==> config.mk <==
export PLATFORM = sky130hd
export DESIGN_NAME = mimd_ap_array
export DESIGN_NICKNAME = d
export VERILOG_FILES = /design/src/rtl/mimd_ap_pkg.sv /design/src/rtl/mimd_ap_exec.sv /design/src/rtl/mimd_ap_element.sv /design/src/rtl/mimd_ap_array.sv
export SDC_FILE = /design/constraint.sdc
export NUM_CORES = 1
export LEC_CHECK = 0
export BUFFER_PORTS_ARGS = -buffer_cell sky130_fd_sc_hd__buf_2
export CORE_MARGIN = 2
export CORE_UTILIZATION = 55
export DETAILED_ROUTE_END_ITERATION = 10
export PLACE_DENSITY = 0.71
export SLEW_MARGIN = 25
export SYNTH_ARGS = -nofsm -noshare
export SYNTH_HDL_FRONTEND = slang
export SYNTH_SLANG_ARGS = --single-unit
==> constraint.sdc <==
create_clock -name clk -period 9 [get_ports clk]
set_input_delay 1.35 -clock clk [delete_from_list [all_inputs] [get_ports clk]]
set_output_delay 1.35 -clock clk [all_outputs]
set_load 0.02 [all_outputs]
==> src/rtl/mimd_ap_pkg.sv <==
package mimd_ap_pkg;
    localparam int OPC_W   = 4;
    localparam int IMM_W   = 8;
    localparam int TGT_W   = 4;
    localparam int INSTR_W = OPC_W + IMM_W + TGT_W;

    typedef enum logic [OPC_W-1:0] {
        OP_EXIT = 4'h0,
        OP_TLT  = 4'h1,
        OP_TEQ  = 4'h2,
        OP_TGT  = 4'h3,
        OP_TANY = 4'h4,
        OP_LDI  = 4'h5,
        OP_ADD  = 4'h6,
        OP_SUB  = 4'h7,
        OP_SHL  = 4'h8,
        OP_AND  = 4'h9,
        OP_OR   = 4'hA,
        OP_XOR  = 4'hB,
        OP_JMP  = 4'hC,
        OP_JNR  = 4'hD,
        OP_RSV0 = 4'hE,
        OP_RSV1 = 4'hF
    } op_e;
endpackage

==> src/rtl/mimd_ap_exec.sv <==
module mimd_ap_exec
    import mimd_ap_pkg::*;
#(
    parameter int DATA_W = 8
) (
    input  logic [INSTR_W-1:0] instr,
    input  logic [DATA_W-1:0]  a_cur,
    input  logic               r_cur,
    output logic [DATA_W-1:0]  a_nxt,
    output logic               r_nxt,
    output logic               is_exit,
    output logic               do_jump,
    output logic [TGT_W-1:0]   target
);
    op_e               op;
    logic [DATA_W-1:0] imm;

    always_comb begin
        op      = op_e'(instr[INSTR_W-1 -: OPC_W]);
        imm     = DATA_W'(instr[TGT_W +: IMM_W]);
        target  = instr[TGT_W-1:0];
        a_nxt   = a_cur;
        r_nxt   = r_cur;
        is_exit = 1'b0;
        do_jump = 1'b0;
        unique case (op)
            OP_EXIT: is_exit = 1'b1;
            OP_TLT:  r_nxt = (a_cur < imm);
            OP_TEQ:  r_nxt = (a_cur == imm);
            OP_TGT:  r_nxt = (a_cur > imm);
            OP_TANY: r_nxt = |(a_cur & imm);
            OP_LDI:  a_nxt = imm;
            OP_ADD:  a_nxt = a_cur + imm;
            OP_SUB:  a_nxt = a_cur - imm;
            OP_SHL:  a_nxt = a_cur << imm[2:0];
            OP_AND:  a_nxt = a_cur & imm;
            OP_OR:   a_nxt = a_cur | imm;
            OP_XOR:  a_nxt = a_cur ^ imm;
            OP_JMP:  do_jump = 1'b1;
            OP_JNR:  do_jump = ~r_cur;
            default: ;
        endcase
    end
endmodule

==> src/rtl/mimd_ap_element.sv <==
module mimd_ap_element
    import mimd_ap_pkg::*;
#(
    parameter int DATA_W     = 8,
    parameter int PROG_DEPTH = 16,
    parameter int CYC_W      = 16,
    localparam int PC_W      = (PROG_DEPTH > 1) ? $clog2(PROG_DEPTH) : 1
) (
    input  logic               clk,
    input  logic               rst_n,
    input  logic               prog_we,
    input  logic [PC_W-1:0]    prog_addr,
    input  logic [INSTR_W-1:0] prog_wdata,
    input  logic               start,
    input  logic               wr_en,
    input  logic [DATA_W-1:0]  wr_data,
    output logic               done,
    output logic [DATA_W-1:0]  a_out,
    output logic               r_out,
    output logic [CYC_W-1:0]   cyc_out
);
    localparam logic [PC_W-1:0] LAST_PC = PC_W'(PROG_DEPTH - 1);

    typedef struct packed {
        logic [PC_W-1:0]   pc;
        logic [DATA_W-1:0] a;
        logic              r;
        logic              done;
        logic [CYC_W-1:0]  cyc;
    } elem_st_t;

    elem_st_t           st_d, st_q;
    logic [INSTR_W-1:0] mem_q [PROG_DEPTH];
    logic [INSTR_W-1:0] cur_instr;
    logic [DATA_W-1:0]  ex_a;
    logic               ex_r, ex_exit, ex_jump;
    logic [TGT_W-1:0]   ex_tgt;

    always_ff @(posedge clk) begin
        if (prog_we) mem_q[prog_addr] <= prog_wdata;
    end

    assign cur_instr = mem_q[st_q.pc];

    mimd_ap_exec #(.DATA_W(DATA_W)) exec_i (
        .instr   (cur_instr),
        .a_cur   (st_q.a),
        .r_cur   (st_q.r),
        .a_nxt   (ex_a),
        .r_nxt   (ex_r),
        .is_exit (ex_exit),
        .do_jump (ex_jump),
        .target  (ex_tgt)
    );

    always_comb begin
        st_d = st_q;
        if (start) begin
            st_d.pc   = '0;
            st_d.done = 1'b0;
            st_d.cyc  = '0;
        end else if (!st_q.done) begin
            st_d.cyc = st_q.cyc + 1'b1;
            st_d.a   = ex_a;
            st_d.r   = ex_r;
            if (ex_exit) begin
                st_d.done = 1'b1;
            end else if (ex_jump) begin
                st_d.pc = PC_W'(ex_tgt);
            end else if (st_q.pc == LAST_PC) begin
                st_d.done = 1'b1;
            end else begin
                st_d.pc = st_q.pc + 1'b1;
            end
        end else if (wr_en) begin
            st_d.a = wr_data;
        end
    end

    always_ff @(posedge clk or negedge rst_n) begin
        if (!rst_n) begin
            st_q      <= '0;
            st_q.done <= 1'b1;
        end else begin
            st_q <= st_d;
        end
    end

    assign done    = st_q.done;
    assign a_out   = st_q.a;
    assign r_out   = st_q.r;
    assign cyc_out = st_q.cyc;
endmodule

==> src/rtl/mimd_ap_array.sv <==
module mimd_ap_array
    import mimd_ap_pkg::*;
#(
    parameter int NUM_PE     = 4,
    parameter int DATA_W     = 8,
    parameter int PROG_DEPTH = 16,
    parameter int CYC_W      = 16,
    localparam int PC_W      = (PROG_DEPTH > 1) ? $clog2(PROG_DEPTH) : 1,
    localparam int SEL_W     = (NUM_PE > 1) ? $clog2(NUM_PE) : 1
) (
    input  logic               clk,
    input  logic               rst_n,
    input  logic               prog_we,
    input  logic [PC_W-1:0]    prog_addr,
    input  logic [INSTR_W-1:0] prog_wdata,
    input  logic               start,
    input  logic               data_we,
    input  logic [SEL_W-1:0]   data_sel,
    input  logic [DATA_W-1:0]  data_wdata,
    input  logic [SEL_W-1:0]   rd_sel,
    output logic [DATA_W-1:0]  rd_data,
    output logic               rd_resp,
    output logic [CYC_W-1:0]   rd_cycles,
    output logic [NUM_PE-1:0]  done_vec,
    output logic               all_done
);
    logic [DATA_W-1:0] a_arr   [NUM_PE];
    logic              r_arr   [NUM_PE];
    logic [CYC_W-1:0]  cyc_arr [NUM_PE];

    for (genvar g = 0; g < NUM_PE; g++) begin : g_pe
        logic sel_hit;
        assign sel_hit = data_we && (data_sel == SEL_W'(g));
        mimd_ap_element #(
            .DATA_W     (DATA_W),
            .PROG_DEPTH (PROG_DEPTH),
            .CYC_W      (CYC_W)
        ) pe_i (
            .clk        (clk),
            .rst_n      (rst_n),
            .prog_we    (prog_we),
            .prog_addr  (prog_addr),
            .prog_wdata (prog_wdata),
            .start      (start),
            .wr_en      (sel_hit),
            .wr_data    (data_wdata),
            .done       (done_vec[g]),
            .a_out      (a_arr[g]),
            .r_out      (r_arr[g]),
            .cyc_out    (cyc_arr[g])
        );
    end

    always_comb begin
        rd_data   = '0;
        rd_resp   = 1'b0;
        rd_cycles = '0;
        for (int i = 0; i < NUM_PE; i++) begin
            if (rd_sel == SEL_W'(i)) begin
                rd_data   = a_arr[i];
                rd_resp   = r_arr[i];
                rd_cycles = cyc_arr[i];
            end
        end
    end

    assign all_done = &done_vec;
endmodule

==> reports/results.tsv <==
metric	value	unit
root buffer cell	clkbuf_16	
Crit path arrival time	5.71	ns
first-pass GRT wire length	138000	um
post-cts sizing count	0	
Post-CTS Hold Fix Bufs	0	
Synth cell types	99	
Max Clock Skew	0.0283	ns
initial antenna violation count	2	
diode count	0	
Setup violations, final	0	
Fmax	0.193	GHz
crit path time final	5.19	ns
post-route clock period utilization	57.7	%
Util after Layout	60.2	%
Starting DRT DRC Count	2599	
Syn Nets	2537	
final HPWL from detailed placement	63900	um
status	finished clean	
worst ir drop on vdd	0.215	mV
design area	0.0303	mm2
Synth Flop Type	edfxtp_1	
Final #Nets	2523	
# placed instances	2986	
Worst EP required	9.51	ns
GPL Wtd Cong	0.964	
Die X	230	um
CTS Buffer Depth	3	
placed inst area	0.0288	mm2
Synth top area share	27.3	%
startpoint types	flip-flop	
Avg Inst Size Synth	11.9	um2
Port-buffer cells	66	
full die area	0.0530	mm2
grt ovf	0	
Final Hold Fails	0	
commonest non-fill, non-tap cell in the layout	edfxtp_1	
most frequent cells in the layout	256 x edfxtp_1, 242 x mux4_2, 165 x mux2i_1	
CTS tree	built	
critical path fanouts, max	54	
fin cells	3064	
final wirelength	92300	um
Yosys reg bits	376	
Synth Warn #	0	
routed wire length per instance	30.1	um
max-cap viol count	0	
CP endpoint kind	flip-flop	
total setup buffers inserted after CTS	0	
worst hold slack	0.541	ns
hold crit path type	flip-flop to flip-flop	
vias in the first global route	21600	
first-pass iteration count of the detailed router	6	
clk sinks	376	
Top-Level Pins	67	
largest net degree at the start of global routing	80	
Slew Limit Fails	0	
vias per cell	7.14	
Mapped Cells	2372	
RSZ-0062 raised after global routing	no	
die height	230	um
core area	0.0504	mm2
antenna-violating nets left	0	
share of cells above drive strength 1	20.8	%
Clock Pin Slew Worst Setup and Hold Paths	0.07	ns
Mapped Area	0.0281	mm2
Setup TNS Final	0	ns
Vias	21900	
Layout area overhead	7.70	%
leakage	0.0112	uW
Worst Tran Pin Value	1.15	ns
starting density of the core	55.9	%
Seq/Total Area, Yosys	38.0	%
Num CTS Buffers	42	
Site Rows	82	
clock latency on the worst-skew pair	0.60	ns
All-Layer GR Usage	34.9	%
top cells by area, synth	edfxtp_1 27%, mux4_2 19%, dfrtp_1 10%, mux2i_1 5.9%, ha_1 5.3%	
H-tree depth	2	
crit path kind	flip-flop to flip-flop	
Pwr Density	395	mW/mm2
max_slew headroom	23.5	%
FFs w/ async S/R, synth	31.9	%
largest area contributor in the netlist	edfxtp_1	
Residual DRC	0	
Post-synth EDFFs	256	
[critical path, stage by stage, from the launching register on]
cell and delay (ns):
dfrtp_2 0.34, buf_4 0.65, nor2b_1 0.37, buf_4 0.29, a221oi_1 0.43, a22oi_1 0.17
nand2_1 0.43, inv_1 0.25, ha_1 0.41, o21bai_1 0.12, a21o_1 0.23, a221oi_1 0.38
o21bai_1 0.10, a21oi_1 0.20, xor2_1 0.29, a21oi_1 0.11, and3_1 0.21, o21ai_1 0.10
[report_power, final]
part / switching [uW] / leakage [uW] / internal (uW)
sequential: 501 / 0.00388 / 2030
combinational: 4630 / 0.00663 / 2960
clock: 759 / 0.000697 / 1080
total: 5890 / 0.0112 / 6070
[cell families after synthesis]
family          Yosys count  synth area share [%]
flops                   376                  38.0
compound gates          557                  13.6
fa+ha+maj               128                  5.90
mux                     428                  26.3
buf+inv                 279                  4.57
simple gates            526                  9.13
xor+xnor                 78                  2.43
[flip-flops by register name (all words and copies together) (netlist names)]
signal / flops
g_pe.pe_i.a_out: 32
g_pe.pe_i.done: 4
g_pe.pe_i.r_out: 4
g_pe.pe_i.st_q: 16
g_pe.pe_i.mem_q: 256
g_pe.pe_i.cyc_out: 64
[worst paths after layout]
kind / to / slack, ns / from / cells after the start
min in group asynchronous: g_pe[2].pe_i.a_out[4]$_DFFE_PN0P_ / 0.88 / rst_n / 1
worst max register to register: g_pe[0].pe_i.a_out[7]$_DFFE_PN0P_ / 3.81 / g_pe[0].pe_i.st_q[27]$_DFFE_PN0P_ / 17
worst max-delay path: g_pe[0].pe_i.a_out[7]$_DFFE_PN0P_ / 3.81 / g_pe[0].pe_i.st_q[27]$_DFFE_PN0P_ / 17
max in group asynchronous: g_pe[2].pe_i.st_q[26]$_DFFE_PN0P_ / 6.70 / rst_n / 2
worst min-delay path: g_pe[3].pe_i.cyc_out[15]$_DFFE_PN0P_ / 0.54 / g_pe[3].pe_i.cyc_out[15]$_DFFE_PN0P_ / 2
worst min register to register: g_pe[3].pe_i.cyc_out[15]$_DFFE_PN0P_ / 0.54 / g_pe[3].pe_i.cyc_out[15]$_DFFE_PN0P_ / 2
[through the flow]
stage / setup slack (ns) / total power (uW)
2_1_floorplan: 4.77 / 7860
3_3_place_gp: 4.00 / 9890
3_5_place_dp: 3.99 / 9940
4_1_cts: 3.94 / 11800
5_1_grt: 3.58 / 12600
6_report: 3.81 / 12000
[cell type report]
| type | count | area (um2) |
|---|---|---|
| clock buffer | 53 | 1130 |
| clock inverter | 25 | 333 |
| fill | 3970 | 20100 |
| inverter | 118 | 443 |
| multi-input combinational | 1717 | 16200 |
| sequential | 376 | 10700 |
| tap | 672 | 841 |
| timing repair buffer | 103 | 614 |
[routing by layer]
metal / share of wire, % / global-route usage [%] / up-vias
met1: 37 / 44.9 / 10900
met3: 11 / 8.23 / 322
met5: 0.034 / 0 / -
met2: 47 / 56.4 / 1376
met4: 5.1 / 15.9 / 4
li1: - / - / 9300
[Yosys cell counts, drive strengths merged (21+ instances only)]
master,instances
nor4,21
inv,117
a21o,21
o21ai,113
xnor2,37
o21bai,22
nor2,163
edfxtp,256
mux4,247
dfrtp,116
buf,84
nand3,56
nand2,134
xor2,41
clkbuf,77
a221oi,72
nor2b,24
a22oi,44
mux2i,165
nor3,28
a21oi,134
ha,120
Note: power is estimated with default switching activity, not from simulation.
